## src/rtl/subleq_pkg.sv

```systemverilog
package subleq_pkg;

  typedef enum logic [3:0] {
    ST_IDLE,
    ST_FA,
    ST_FB,
    ST_FC,
    ST_FD,
    ST_RA,
    ST_RB,
    ST_WR,
    ST_UPD,
    ST_HALT
  } core_state_e;

  // Destination of a read response; the value is the index of the capture register.
  typedef enum logic [2:0] {
    SL_PA = 3'd0,
    SL_PB = 3'd1,
    SL_LE = 3'd2,
    SL_GT = 3'd3,
    SL_VA = 3'd4,
    SL_VB = 3'd5
  } slot_e;

  localparam int unsigned NUM_SLOTS = 6;

endpackage

```

## src/rtl/subleq_alu.sv

```systemverilog
module subleq_alu #(
  parameter int DW = 16
) (
  input  logic [DW-1:0] opa,
  input  logic [DW-1:0] opb,
  output logic [DW-1:0] diff,
  output logic          le_zero
);

  logic [DW-1:0] neg_a;

  always_comb begin
    neg_a   = ~opa + DW'(1);
    diff    = opb + neg_a;
    le_zero = diff[DW-1] | ~(|diff);
  end

endmodule

```

## src/rtl/subleq_operands.sv

```systemverilog
module subleq_operands
  import subleq_pkg::*;
#(
  parameter int DW = 16
) (
  input  logic          clk,
  input  logic          rst_n,
  input  logic          rd_acc,
  input  slot_e         rd_slot,
  input  logic [DW-1:0] rsp_data,
  output logic [DW-1:0] ptr_a,
  output logic [DW-1:0] ptr_b,
  output logic [DW-1:0] tgt_le,
  output logic [DW-1:0] tgt_gt,
  output logic [DW-1:0] val_a,
  output logic [DW-1:0] val_b
);

  logic          pend_q;
  slot_e         slot_q;
  logic [DW-1:0] word_q [NUM_SLOTS];

  // The response arrives one cycle after acceptance, so remember where it goes.
  always_ff @(posedge clk or negedge rst_n) begin
    if (!rst_n) begin
      pend_q <= 1'b0;
      slot_q <= SL_PA;
    end else begin
      pend_q <= rd_acc;
      slot_q <= rd_slot;
    end
  end

  for (genvar gi = 0; gi < NUM_SLOTS; gi++) begin : g_slot
    always_ff @(posedge clk or negedge rst_n) begin
      if (!rst_n)
        word_q[gi] <= '0;
      else if (pend_q && (int'(slot_q) == gi))
        word_q[gi] <= rsp_data;
    end
  end

  assign ptr_a  = word_q[int'(SL_PA)];
  assign ptr_b  = word_q[int'(SL_PB)];
  assign tgt_le = word_q[int'(SL_LE)];
  assign tgt_gt = word_q[int'(SL_GT)];
  assign val_a  = word_q[int'(SL_VA)];
  // B may be needed in the cycle its response lands: forward it.
  assign val_b  = (pend_q && slot_q == SL_VB) ? rsp_data : word_q[int'(SL_VB)];

endmodule

```

## src/rtl/subleq_fsm.sv

```systemverilog
module subleq_fsm
  import subleq_pkg::*;
#(
  parameter int DW = 16
) (
  input  logic          clk,
  input  logic          rst_n,
  input  logic          start,
  input  logic [DW-1:0] start_addr,
  input  logic          req_ready,
  input  logic [DW-1:0] ptr_a,
  input  logic [DW-1:0] ptr_b,
  input  logic [DW-1:0] tgt_le,
  input  logic [DW-1:0] tgt_gt,
  input  logic [DW-1:0] diff,
  input  logic          le_zero,
  output logic          req_valid,
  output logic          req_we,
  output logic [DW-1:0] req_addr,
  output logic [DW-1:0] req_wdata,
  output logic          rd_acc,
  output slot_e         rd_slot,
  output logic          halted
);

  localparam logic [DW-1:0] STOP_ADDR = '1;

  core_state_e   st_q, st_d;
  logic [DW-1:0] pc_q;
  logic          le_q;
  logic          accept;
  logic [DW-1:0] next_pc;

  assign accept  = req_valid && req_ready;
  assign next_pc = le_q ? tgt_le : tgt_gt;
  assign rd_acc  = accept && !req_we;
  assign halted  = (st_q == ST_HALT);

  // Request generation: one access per state.
  always_comb begin
    req_valid = 1'b0;
    req_we    = 1'b0;
    req_addr  = pc_q;
    req_wdata = '0;
    rd_slot   = SL_PA;
    unique case (st_q)
      ST_FA: begin req_valid = 1'b1; req_addr = pc_q;          rd_slot = SL_PA; end
      ST_FB: begin req_valid = 1'b1; req_addr = pc_q + DW'(1); rd_slot = SL_PB; end
      ST_FC: begin req_valid = 1'b1; req_addr = pc_q + DW'(2); rd_slot = SL_LE; end
      ST_FD: begin req_valid = 1'b1; req_addr = pc_q + DW'(3); rd_slot = SL_GT; end
      ST_RA: begin req_valid = 1'b1; req_addr = ptr_a;         rd_slot = SL_VA; end
      ST_RB: begin req_valid = 1'b1; req_addr = ptr_b;         rd_slot = SL_VB; end
      ST_WR: begin
        req_valid = 1'b1;
        req_we    = 1'b1;
        req_addr  = ptr_b;
        req_wdata = diff;
      end
      default: ;
    endcase
  end

  always_comb begin
    st_d = st_q;
    unique case (st_q)
      ST_IDLE: if (start)  st_d = ST_FA;
      ST_FA:   if (accept) st_d = ST_FB;
      ST_FB:   if (accept) st_d = ST_FC;
      ST_FC:   if (accept) st_d = ST_FD;
      ST_FD:   if (accept) st_d = ST_RA;
      ST_RA:   if (accept) st_d = ST_RB;
      ST_RB:   if (accept) st_d = ST_WR;
      ST_WR:   if (accept) st_d = ST_UPD;
      ST_UPD:  st_d = (next_pc == STOP_ADDR) ? ST_HALT : ST_FA;
      default: st_d = ST_HALT;
    endcase
  end

  always_ff @(posedge clk or negedge rst_n) begin
    if (!rst_n) begin
      st_q <= ST_IDLE;
      pc_q <= '0;
      le_q <= 1'b0;
    end else begin
      st_q <= st_d;
      if (st_q == ST_IDLE)
        pc_q <= start_addr;
      else if (st_q == ST_UPD && next_pc != STOP_ADDR)
        pc_q <= next_pc;
      if (st_q == ST_WR && accept)
        le_q <= le_zero;
    end
  end

  // a request waiting for ready keeps its content
  p_hold_req_r7: assert property (@(posedge clk) disable iff (!rst_n)
    req_valid && !req_ready |=> req_valid && $stable(req_addr) && $stable(req_we)
                                && $stable(req_wdata));

  // halt is final and silent
  p_halt_sticky_r6: assert property (@(posedge clk) disable iff (!rst_n)
    halted |=> halted && !req_valid);

  // equal pointers always store zero
  p_same_ptr_zero_r8: assert property (@(posedge clk) disable iff (!rst_n)
    req_valid && req_we && (ptr_a == ptr_b) |-> req_wdata == '0);

  // first fetch after idle goes to the start address sampled with start
  p_start_pc_r1: assert property (@(posedge clk) disable iff (!rst_n)
    $rose(req_valid) && $past(st_q == ST_IDLE) |-> req_addr == $past(start_addr));

  // pointer fetches walk upward one word at a time
  p_fetch_step_r2: assert property (@(posedge clk) disable iff (!rst_n)
    accept && (st_q == ST_FA || st_q == ST_FB || st_q == ST_FC)
      |=> req_addr == $past(req_addr) + DW'(1));

endmodule

```

## src/rtl/subleq_core.sv

```systemverilog
module subleq_core
  import subleq_pkg::*;
#(
  parameter int DW = 16
) (
  input  logic          clk,
  input  logic          rst_n,
  input  logic          start,
  input  logic [DW-1:0] start_addr,
  output logic          halted,
  output logic          mem_req_valid,
  input  logic          mem_req_ready,
  output logic          mem_req_we,
  output logic [DW-1:0] mem_req_addr,
  output logic [DW-1:0] mem_req_wdata,
  input  logic [DW-1:0] mem_rsp_rdata
);

  logic          rd_acc;
  slot_e         rd_slot;
  logic [DW-1:0] ptr_a, ptr_b, tgt_le, tgt_gt, val_a, val_b;
  logic [DW-1:0] diff;
  logic          le_zero;

  subleq_operands #(.DW(DW)) u_operands (
    .clk      (clk),
    .rst_n    (rst_n),
    .rd_acc   (rd_acc),
    .rd_slot  (rd_slot),
    .rsp_data (mem_rsp_rdata),
    .ptr_a    (ptr_a),
    .ptr_b    (ptr_b),
    .tgt_le   (tgt_le),
    .tgt_gt   (tgt_gt),
    .val_a    (val_a),
    .val_b    (val_b)
  );

  subleq_alu #(.DW(DW)) u_alu (
    .opa     (val_a),
    .opb     (val_b),
    .diff    (diff),
    .le_zero (le_zero)
  );

  subleq_fsm #(.DW(DW)) u_fsm (
    .clk        (clk),
    .rst_n      (rst_n),
    .start      (start),
    .start_addr (start_addr),
    .req_ready  (mem_req_ready),
    .ptr_a      (ptr_a),
    .ptr_b      (ptr_b),
    .tgt_le     (tgt_le),
    .tgt_gt     (tgt_gt),
    .diff       (diff),
    .le_zero    (le_zero),
    .req_valid  (mem_req_valid),
    .req_we     (mem_req_we),
    .req_addr   (mem_req_addr),
    .req_wdata  (mem_req_wdata),
    .rd_acc     (rd_acc),
    .rd_slot    (rd_slot),
    .halted     (halted)
  );

endmodule

```

## config.mk

```make
export PLATFORM = sky130hd
export DESIGN_NAME = subleq_core
export DESIGN_NICKNAME = d
export VERILOG_FILES = /design/src/rtl/subleq_pkg.sv /design/src/rtl/subleq_alu.sv /design/src/rtl/subleq_operands.sv /design/src/rtl/subleq_fsm.sv /design/src/rtl/subleq_core.sv
export SDC_FILE = /design/constraint.sdc
export NUM_CORES = 1
export LEC_CHECK = 0
export BUFFER_PORTS_ARGS = -buffer_cell sky130_fd_sc_hd__buf_2
export CAP_MARGIN = 20
export CORE_ASPECT_RATIO = 1.1
export CORE_MARGIN = 3
export CORE_UTILIZATION = 55
export CTS_CLUSTER_DIAMETER = 30
export DETAILED_ROUTE_END_ITERATION = 8
export PLACE_DENSITY = 0.75
export SLEW_MARGIN = 40
export SYNTH_ARGS = -nofsm -noshare
export SYNTH_HDL_FRONTEND = slang
export SYNTH_SLANG_ARGS = --single-unit
```

## constraint.sdc

```tcl
create_clock -name clk -period 6 [get_ports clk]
set_input_delay 1.2 -clock clk [delete_from_list [all_inputs] [get_ports clk]]
set_output_delay 1.2 -clock clk [all_outputs]
set_load 0.03 [all_outputs]
```

==> run metrics, run 1 <==
Synth area leader dfrtp_1; TritonCTS clock tree built; # IOs 71; RD Place Congestion 0.889; post-synth top area share 43.1%; post-DR wirelength/cell 18.9 um; Reg-to-Reg End u_fsm.le_q; htree depth 4; Setup Buffers After CTS 0; Critical Path End Type output pin; fill count 924; routed vias 5625; nets 808; CTS Root Cell clkbuf_16; r2r startpoint u_operands.slot_q[1]; final period utilization 81.9%; status completed; Initial Utilization 57.4%; CTS buffer count 17; Tot GR Track Use 25.3%; Post-Syn Area 7030 um^2; RSZ-0062 raised after global routing false; post-synthesis sequential area ratio 43.1%; Clock Latency Late Sink 410 ps; layout cell share with drive strength beyond 1 29.5%; Worst R2R Path Depth 13; Max Clk Rate 204 MHz; LEAKAGE 3.63 nW; crit path time final 4910 ps; Synth async-reset ratio 100%; EDFF count, synth 0; DRT Pass-1 Iters 5; WL final 17.4 mm; Layout area overhead 15.5%; Die X-Extent 114 um; Worst Path Arrival 3710 ps; Final WS setup 1090 ps; library cells used by synthesis 64; hpwl dp 12.3 mm; initial drt markers 522; core area 12200 um^2; Synth Instances 693; Worst EP required 4800 ps; vias in the first global route 5593; first-pass GRT wire length 28.4 mm; CTS resizes 0; critical path capture point mem_req_wdata[15]; deepest clock path buffer count 2; Vias per Instance 6.12; DRC 0; Mapped Nets 749; synthesized area per cell 10.1 um^2; full die area 14200 um^2; Chip Height 125 um; initial antenna violation count 0; clock sink count 121; global route overflow 0; synthesis-stage register bit count 121; Max Cap Viol 0; Worst Path Max Fanout 11; Hold WC Path Type reg2reg; Worst Setup Start Kind register; Max Slew Vio Count 0; pin count of the biggest net entering global routing 66; r2r setup slk 2450 ps; power per standard cell area 503 nW/um^2; Antenna diodes 0; Setup violations, final 0; Critical Setup Path Class reg2out; # hold bufs at CTS 0; relative max-transition margin 40.6%; dpl ws 1110 ps; Port Buf Inserts 70; Worst Tran Pin Value 885 ps; row count 42; YS warnings 0; Synth area leaders dfrtp_1 43%, mux2_2 15%, nor2_1 3.8%, ha_1 3.2%, nand2_1 2.8%; Fin. Hold Viols 0; setup TNS 0 ps; post-route ant nets 0; Clk pin slew, worst setup/hold paths 60 ps; Worst Setup SP u_operands.slot_q[1]; Synth Flop Type dfrtp_1; Worst IR Drop VDD 306 uV; Fin Clk Skew 6.70 ps
## logic make-up after synthesis
kind of cell               share of synthesized area [%]
AOI/OAI and AO/OA                                   13.7
DFF                                                 43.1
xor gates and xnor gates                            3.49
adders and majority gates                           3.78
buffers and inverters                               4.18
muxes                                               18.1
and+or+nand+nor                                     13.7
## metrics by stage
stage / area, um^2 / hold slack [ps] / power [W] / utilization [%] / cells
6_report: 8110 / 501 / 0.00408 / 66.3 / 919
4_1_cts: 8100 / 505 / 0.00408 / 66.1 / 918
2_1_floorplan: 7030 / 471 / 0.00256 / - / 693
5_1_grt: 8110 / 515 / 0.00433 / 66.3 / 919
3_5_place_dp: 7450 / 491 / 0.00295 / 60.9 / 886
3_3_place_gp: 7440 / 481 / 0.00290 / 60.8 / 885
## layer usage
metal	wire length (um)	vias to the layer above	GRT usage, %
met1	7400	2741	32.3
met5	0	-	0
li1	-	2613	-
met4	266	0	9.64
met3	1240	20	6.71
met2	8500	251	41.0
## worst min-delay path by stage
| stage | startpoint | endpoint | depth (start not counted) |
|---|---|---|---|
| floorplan | u_operands.word_q[15] | u_operands.word_q[15] | 2 |
| detailed placement | u_operands.word_q[8] | u_operands.word_q[8] | 1 |
| finish | u_operands.word_q[7] | u_operands.word_q[7] | 1 |
| global placement | u_operands.word_q[11] | u_operands.word_q[11] | 1 |
| global route | u_operands.tgt_gt[1] | u_operands.tgt_gt[1] | 1 |
| CTS | u_operands.word_q[7] | u_operands.word_q[7] | 1 |
## cell type report
cell class              count  area [um^2]  share of cell area [%]
well taps                 154          193                    2.38
inverters                  20         75.1                   0.925
clock inverters            13          191                    2.36
repair buffers             82          450                    5.55
multi-input cells         510         3720                    45.9
flip-flops and latches    121         3030                    37.3
clock buffers              19          453                    5.58
## critical path: stages, from the launching register on
cell and delay [ps]:
dfrtp_1 450, nand4b_1 420, buf_4 320, buf_4 170
mux2_2 270, ha_1 220, nor2_1 190, a21oi_1 120
or3_1 340, o21ai_1 180, nand4bb_1 140, nand2_1 110
xnor2_1 70, nor2_1 90, buf_2 210
## cell usage after synthesis (3+ instances only)
| master | n |
|---|---|
| o21ai_0 | 30 |
| a221oi_1 | 10 |
| o21ai_1 | 18 |
| nor4_1 | 5 |
| a21oi_1 | 38 |
| and3_1 | 9 |
| mux2i_1 | 17 |
| nor2_1 | 71 |
| inv_1 | 19 |
| nor2b_1 | 4 |
| nand2_1 | 52 |
| o211ai_1 | 3 |
| a211oi_1 | 3 |
| clkbuf_1 | 16 |
| nand3_1 | 16 |
| nand2b_1 | 6 |
| o21a_1 | 9 |
| buf_2 | 19 |
| xor2_1 | 12 |
| and2_1 | 3 |
| ha_1 | 18 |
| dfrtp_1 | 121 |
| nand4_1 | 6 |
| nor3_1 | 8 |
| or3_1 | 3 |
| nand4b_1 | 3 |
| o22a_1 | 7 |
| xnor2_1 | 16 |
| mux2_2 | 96 |
| buf_6 | 4 |
| a221o_1 | 3 |
| a31oi_1 | 5 |
## layout by cell type (no fill, tap or decap), types with 9 or more instances in the layout
cell type  netlist  layout
nor2_1          71      70
mux2_2          96      96
ha_1            18      18
buf_4            2      11
clkbuf_16        0      17
nand2_1         52      51
dfrtp_1        121     120
and3_1           9       9
mux2i_1         17      17
o21ai_1         18      18
xnor2_1         16      16
a221oi_1        10      10
o21ai_0         30      30
inv_1           19      19
a21oi_1         38      38
o21a_1           9       9
nand3_1         16      16
buf_2           19      69
xor2_1          12      12
## report_power, final
| part | internal [W] | switching, W |
|---|---|---|
| logic | 0.000667 | 0.000937 |
| registers | 0.00109 | 0.000285 |
| clock network | 0.000720 | 0.000382 |
## registers in the layout, summed over array words and instances (netlist names), 3 cells and up
signal,cells
u_fsm.pc_q,16
u_fsm.st_q,4
u_operands.ptr_a,16
u_operands.ptr_b,16
u_operands.slot_q,3
u_operands.tgt_gt,16
u_operands.tgt_le,16
u_operands.val_a,16
u_operands.word_q,16
(Power assumes the default switching activity.)
==> run 2: changes to the inputs <==
--- a/config.mk
+++ b/config.mk
@@ -5,6 +5,7 @@
 export SDC_FILE = /design/constraint.sdc
 export NUM_CORES = 1
 export LEC_CHECK = 0
+export ABC_AREA = 1
 export BUFFER_PORTS_ARGS = -buffer_cell sky130_fd_sc_hd__buf_2
 export CAP_MARGIN = 20
 export CORE_ASPECT_RATIO = 1.1
==> constraint.sdc (replaced) <==
create_clock -name clk -period 4.8 [get_ports clk]
set_input_delay 0.96 -clock clk [delete_from_list [all_inputs] [get_ports clk]]
set_output_delay 0.96 -clock clk [all_outputs]
set_load 0.03 [all_outputs]
==> run metrics, run 2 <==
grt met1 use 37.5% (was 32.3%); Max Clk Rate 232 MHz; core area 12700 um^2 (was 12200 um^2); Max Cap Viol 0 (unchanged); hpwl dp 13.9 mm (was 12.3 mm); Hold WC Path Type reg2reg (unchanged); LEAKAGE 4.28 nW (was 3.63 nW); top-count cell post-synth nand2_1 (was dfrtp_1); # hold bufs at CTS 0 (unchanged); full die area 14500 um^2 (was 14200 um^2); vias in the first global route 6409 (was 5593); first-pass GRT wire length 31.6 mm (was 28.4 mm); Worst path max stage delay 420 ps (was 450 ps); critical path capture point mem_req_wdata[15] (unchanged); Die X-Extent 115 um (was 114 um); DRC 0 (unchanged); Fin Clk Skew 9.74 ps (was 6.70 ps); Tot GR Track Use 27.5% (was 25.3%); Port Buf Inserts 70 (unchanged); commonest non-fill, non-tap cells in the layout 286 x nand2_1, 143 x o21ai_0, 120 x dfrtp_1 (was 120 x dfrtp_1, 96 x mux2_2, 70 x nor2_1); Chip Height 126 um (was 125 um); Crit-path slowest cell dfrtp_1 (unchanged); CTS Root Cell clkbuf_16 (unchanged); post-DR wirelength/cell 15.8 um (was 18.9 um); Worst Path Max Fanout 39 (was 11); htree depth 4 (unchanged); Worst IR Drop VDD 462 uV (was 306 uV); Setup violations, final 0 (unchanged); routed vias 6673 (was 5625); r2r startpoint u_operands.slot_q[1] (unchanged); pin count of the biggest net entering global routing 76 (was 66); Synth Instances 992 (was 693); Synth area leader dfrtp_1 (unchanged); Vias per Instance 5.49 (was 6.12); WL final 19.2 mm (was 17.4 mm); synth cell count leaders 290 x nand2_1, 143 x o21ai_0, 121 x dfrtp_1, 93 x inv_1, 78 x nand3_1 (was 121 x dfrtp_1, 96 x mux2_2, 71 x nor2_1, 52 x nand2_1, 38 x a21oi_1); synthesized area per cell 7.25 um^2 (was 10.1 um^2); RSZ-0062 raised after global routing false (unchanged); met2 Usage GRT 44.7% (was 41.0%); Synth Flop Type dfrtp_1 (unchanged); YS warnings 0 (unchanged); setup TNS 0 ps (unchanged); grt met3 use 4.52% (was 6.71%); post-synth top area share 42.1% (was 43.1%); power per standard cell area 853 nW/um^2 (was 503 nW/um^2); CTS resizes 0 (unchanged); Worst Tran Pin Value 678 ps (was 885 ps); area occupied by multi-input gates 3570 um^2 (was 3720 um^2); Initial Utilization 56.6% (was 57.4%); fill count 1192 (was 924); Synth async-reset ratio 100% (unchanged); GR peak layer met2 (unchanged); status completed (unchanged); register area 3030 um^2 (unchanged); Fin. Hold Viols 0 (unchanged); row count 43 (was 42); Critical Path Stages 14 (unchanged); global route overflow 0 (unchanged); clock sink count 121 (unchanged); Post-Syn Area 7190 um^2 (was 7030 um^2); initial drt markers 509 (was 522); hold slack final 479 ps (was 501 ps); layout cell share with drive strength beyond 1 14.3% (was 29.5%); library cells used by synthesis 44 (was 64); deepest clock path buffer count 2 (unchanged); final period utilization 89.7%; # IOs 71 (unchanged); crit path time final 4300 ps; Critical Setup Path Class reg2out (unchanged); CTS buffer count 17 (unchanged); Worst Setup Start Kind register (unchanged); DRT Pass-1 Iters 5 (unchanged); commonest non-fill, non-tap cell in the layout nand2_1 (was dfrtp_1); Worst EP required 3840 ps (was 4800 ps); Worst Path Arrival 3340 ps (was 3710 ps); crit-path cells nor2_1, nand2_1, buf_4, nand2_1, o21ai_0, ha_1, a21oi_1, nor2_1, nor2_1, inv_1, a21oi_1, nand3_1, a21oi_1, buf_2 (was nand4b_1, buf_4, buf_4, mux2_2, ha_1, nor2_1, a21oi_1, or3_1, o21ai_1, nand4bb_1, nand2_1, xnor2_1, nor2_1, buf_2); relative max-transition margin 54.8% (was 40.6%); Mapped Nets 1048 (was 749); RD Place Congestion 0.966 (was 0.889); Setup Buffers After CTS 0 (unchanged); Clk pin slew, worst setup/hold paths 50 ps (was 60 ps); Top delay family on crit path simple AND/OR/NAND/NOR gates (unchanged); post-route ant nets 0 (unchanged); r2r setup slk 1850 ps (was 2450 ps); Max Slew Vio Count 0 (unchanged); initial antenna violation count 0 (unchanged); EDFF count, synth 0 (unchanged); Worst R2R Path Depth 16 (was 13); Critical path buffers and inverters 3 (unchanged); post-synthesis sequential area ratio 42.1% (was 43.1%); Critical Path End Type output pin (unchanged); Clock Latency Late Sink 420 ps (was 410 ps); nets 1102 (was 808); Antenna diodes 0 (unchanged); TritonCTS clock tree built (unchanged); Synth area leaders dfrtp_1 42%, nand2_1 15%, o21ai_0 10%, nand3_1 5.4%, inv_1 4.9% (was dfrtp_1 43%, mux2_2 15%, nor2_1 3.8%, ha_1 3.2%, nand2_1 2.8%); Layout area overhead 13.8% (was 15.5%); Worst Setup SP u_operands.slot_q[1] (unchanged); synthesis-stage register bit count 121 (unchanged); Reg-to-Reg End u_fsm.le_q (unchanged)
run 2: changes by cell type after synthesis, sizes merged, moves of 12 or more:
cell	previous run	this run
xnor2	16	3
xor2	12	0
a21oi	38	24
mux2	98	0
inv	20	107
nand3	16	78
o21ai	49	176
buf	26	14
nand2	52	294
run 2: final cells by class:
| type | instances | area share, % |
|---|---|---|
| clock inverters | 12 | 1.44 |
| well taps | 157 | 2.40 |
| multi-input cells | 723 | 43.6 |
| repair buffers | 75 | 4.82 |
| inverters | 108 | 4.97 |
| flip-flops and latches | 121 | 37.0 |
| clock buffers | 20 | 5.70 |
run 2: how the worst min path moves through the flow:
stage	startpoint	endpoint	slack (ps)	cells past startpoint
after floorplan	u_operands.word_q[10]	u_operands.word_q[10]	440	2
after global placement	u_operands.word_q[13]	u_operands.word_q[13]	460	2
after detailed placement	u_operands.word_q[6]	u_operands.word_q[6]	470	2
after CTS	u_operands.word_q[6]	u_operands.word_q[6]	480	2
after global routing	u_operands.word_q[6]	u_operands.word_q[6]	490	2
final	u_operands.word_q[6]	u_operands.word_q[6]	480	2
run 2: report_power, final:
group / internal (W) / total [W] / switching, W / leakage [nW]
clock: 0.000757 / 0.00123 / 0.000478 / 0.269
combinational: 0.00124 / 0.00384 / 0.00260 / 2.59
sequential: 0.00152 / 0.00190 / 0.000381 / 1.41
run 2: worst min-delay path: cells and delay by family, from the launching register on:
kind / cells / cell delay, ps
flip-flops: 1 / 320
AND/OR/NAND/NOR: 1 / 60
AO/OA/AOI/OAI: 1 / 60
run 2: cells by family (layout without fill, tap and decap cells):
kind of cell | count (synthesis) | count (layout) | synth area share, %
simple gates | 472 | 472 | 27.7
compound gates | 219 | 219 | 16.4
buf+inv | 148 | 215 | 8.49
flops | 121 | 121 | 42.1
fa+ha+maj | 20 | 20 | 3.69
mux | 9 | 9 | 1.25
xor+xnor | 3 | 3 | 0.366
run 2: stage by stage:
| step | instances | util [%] | power [W] | setup slack, ps | instance area, um^2 |
|---|---|---|---|---|---|
| final | 1216 | 64.4 | 0.00698 | 497 | 8180 |
| after global routing | 1216 | 64.4 | 0.00762 | 173 | 8180 |
| after CTS | 1216 | 64.4 | 0.00697 | 514 | 8180 |
| after detailed placement | 1184 | 59.8 | 0.00571 | 959 | 7600 |
| after global placement | 1184 | 59.6 | 0.00563 | 991 | 7570 |
| after floorplan | 992 | - | 0.00477 | 1170 | 7190 |
run 2: per-layer routing:
| layer | vias up | part of all wire [%] |
|---|---|---|
| met5 | - | 0 |
| met2 | 185 | 49 |
| li1 | 3372 | - |
| met3 | 23 | 5.3 |
| met4 | 0 | 1.8 |
| met1 | 3093 | 44 |
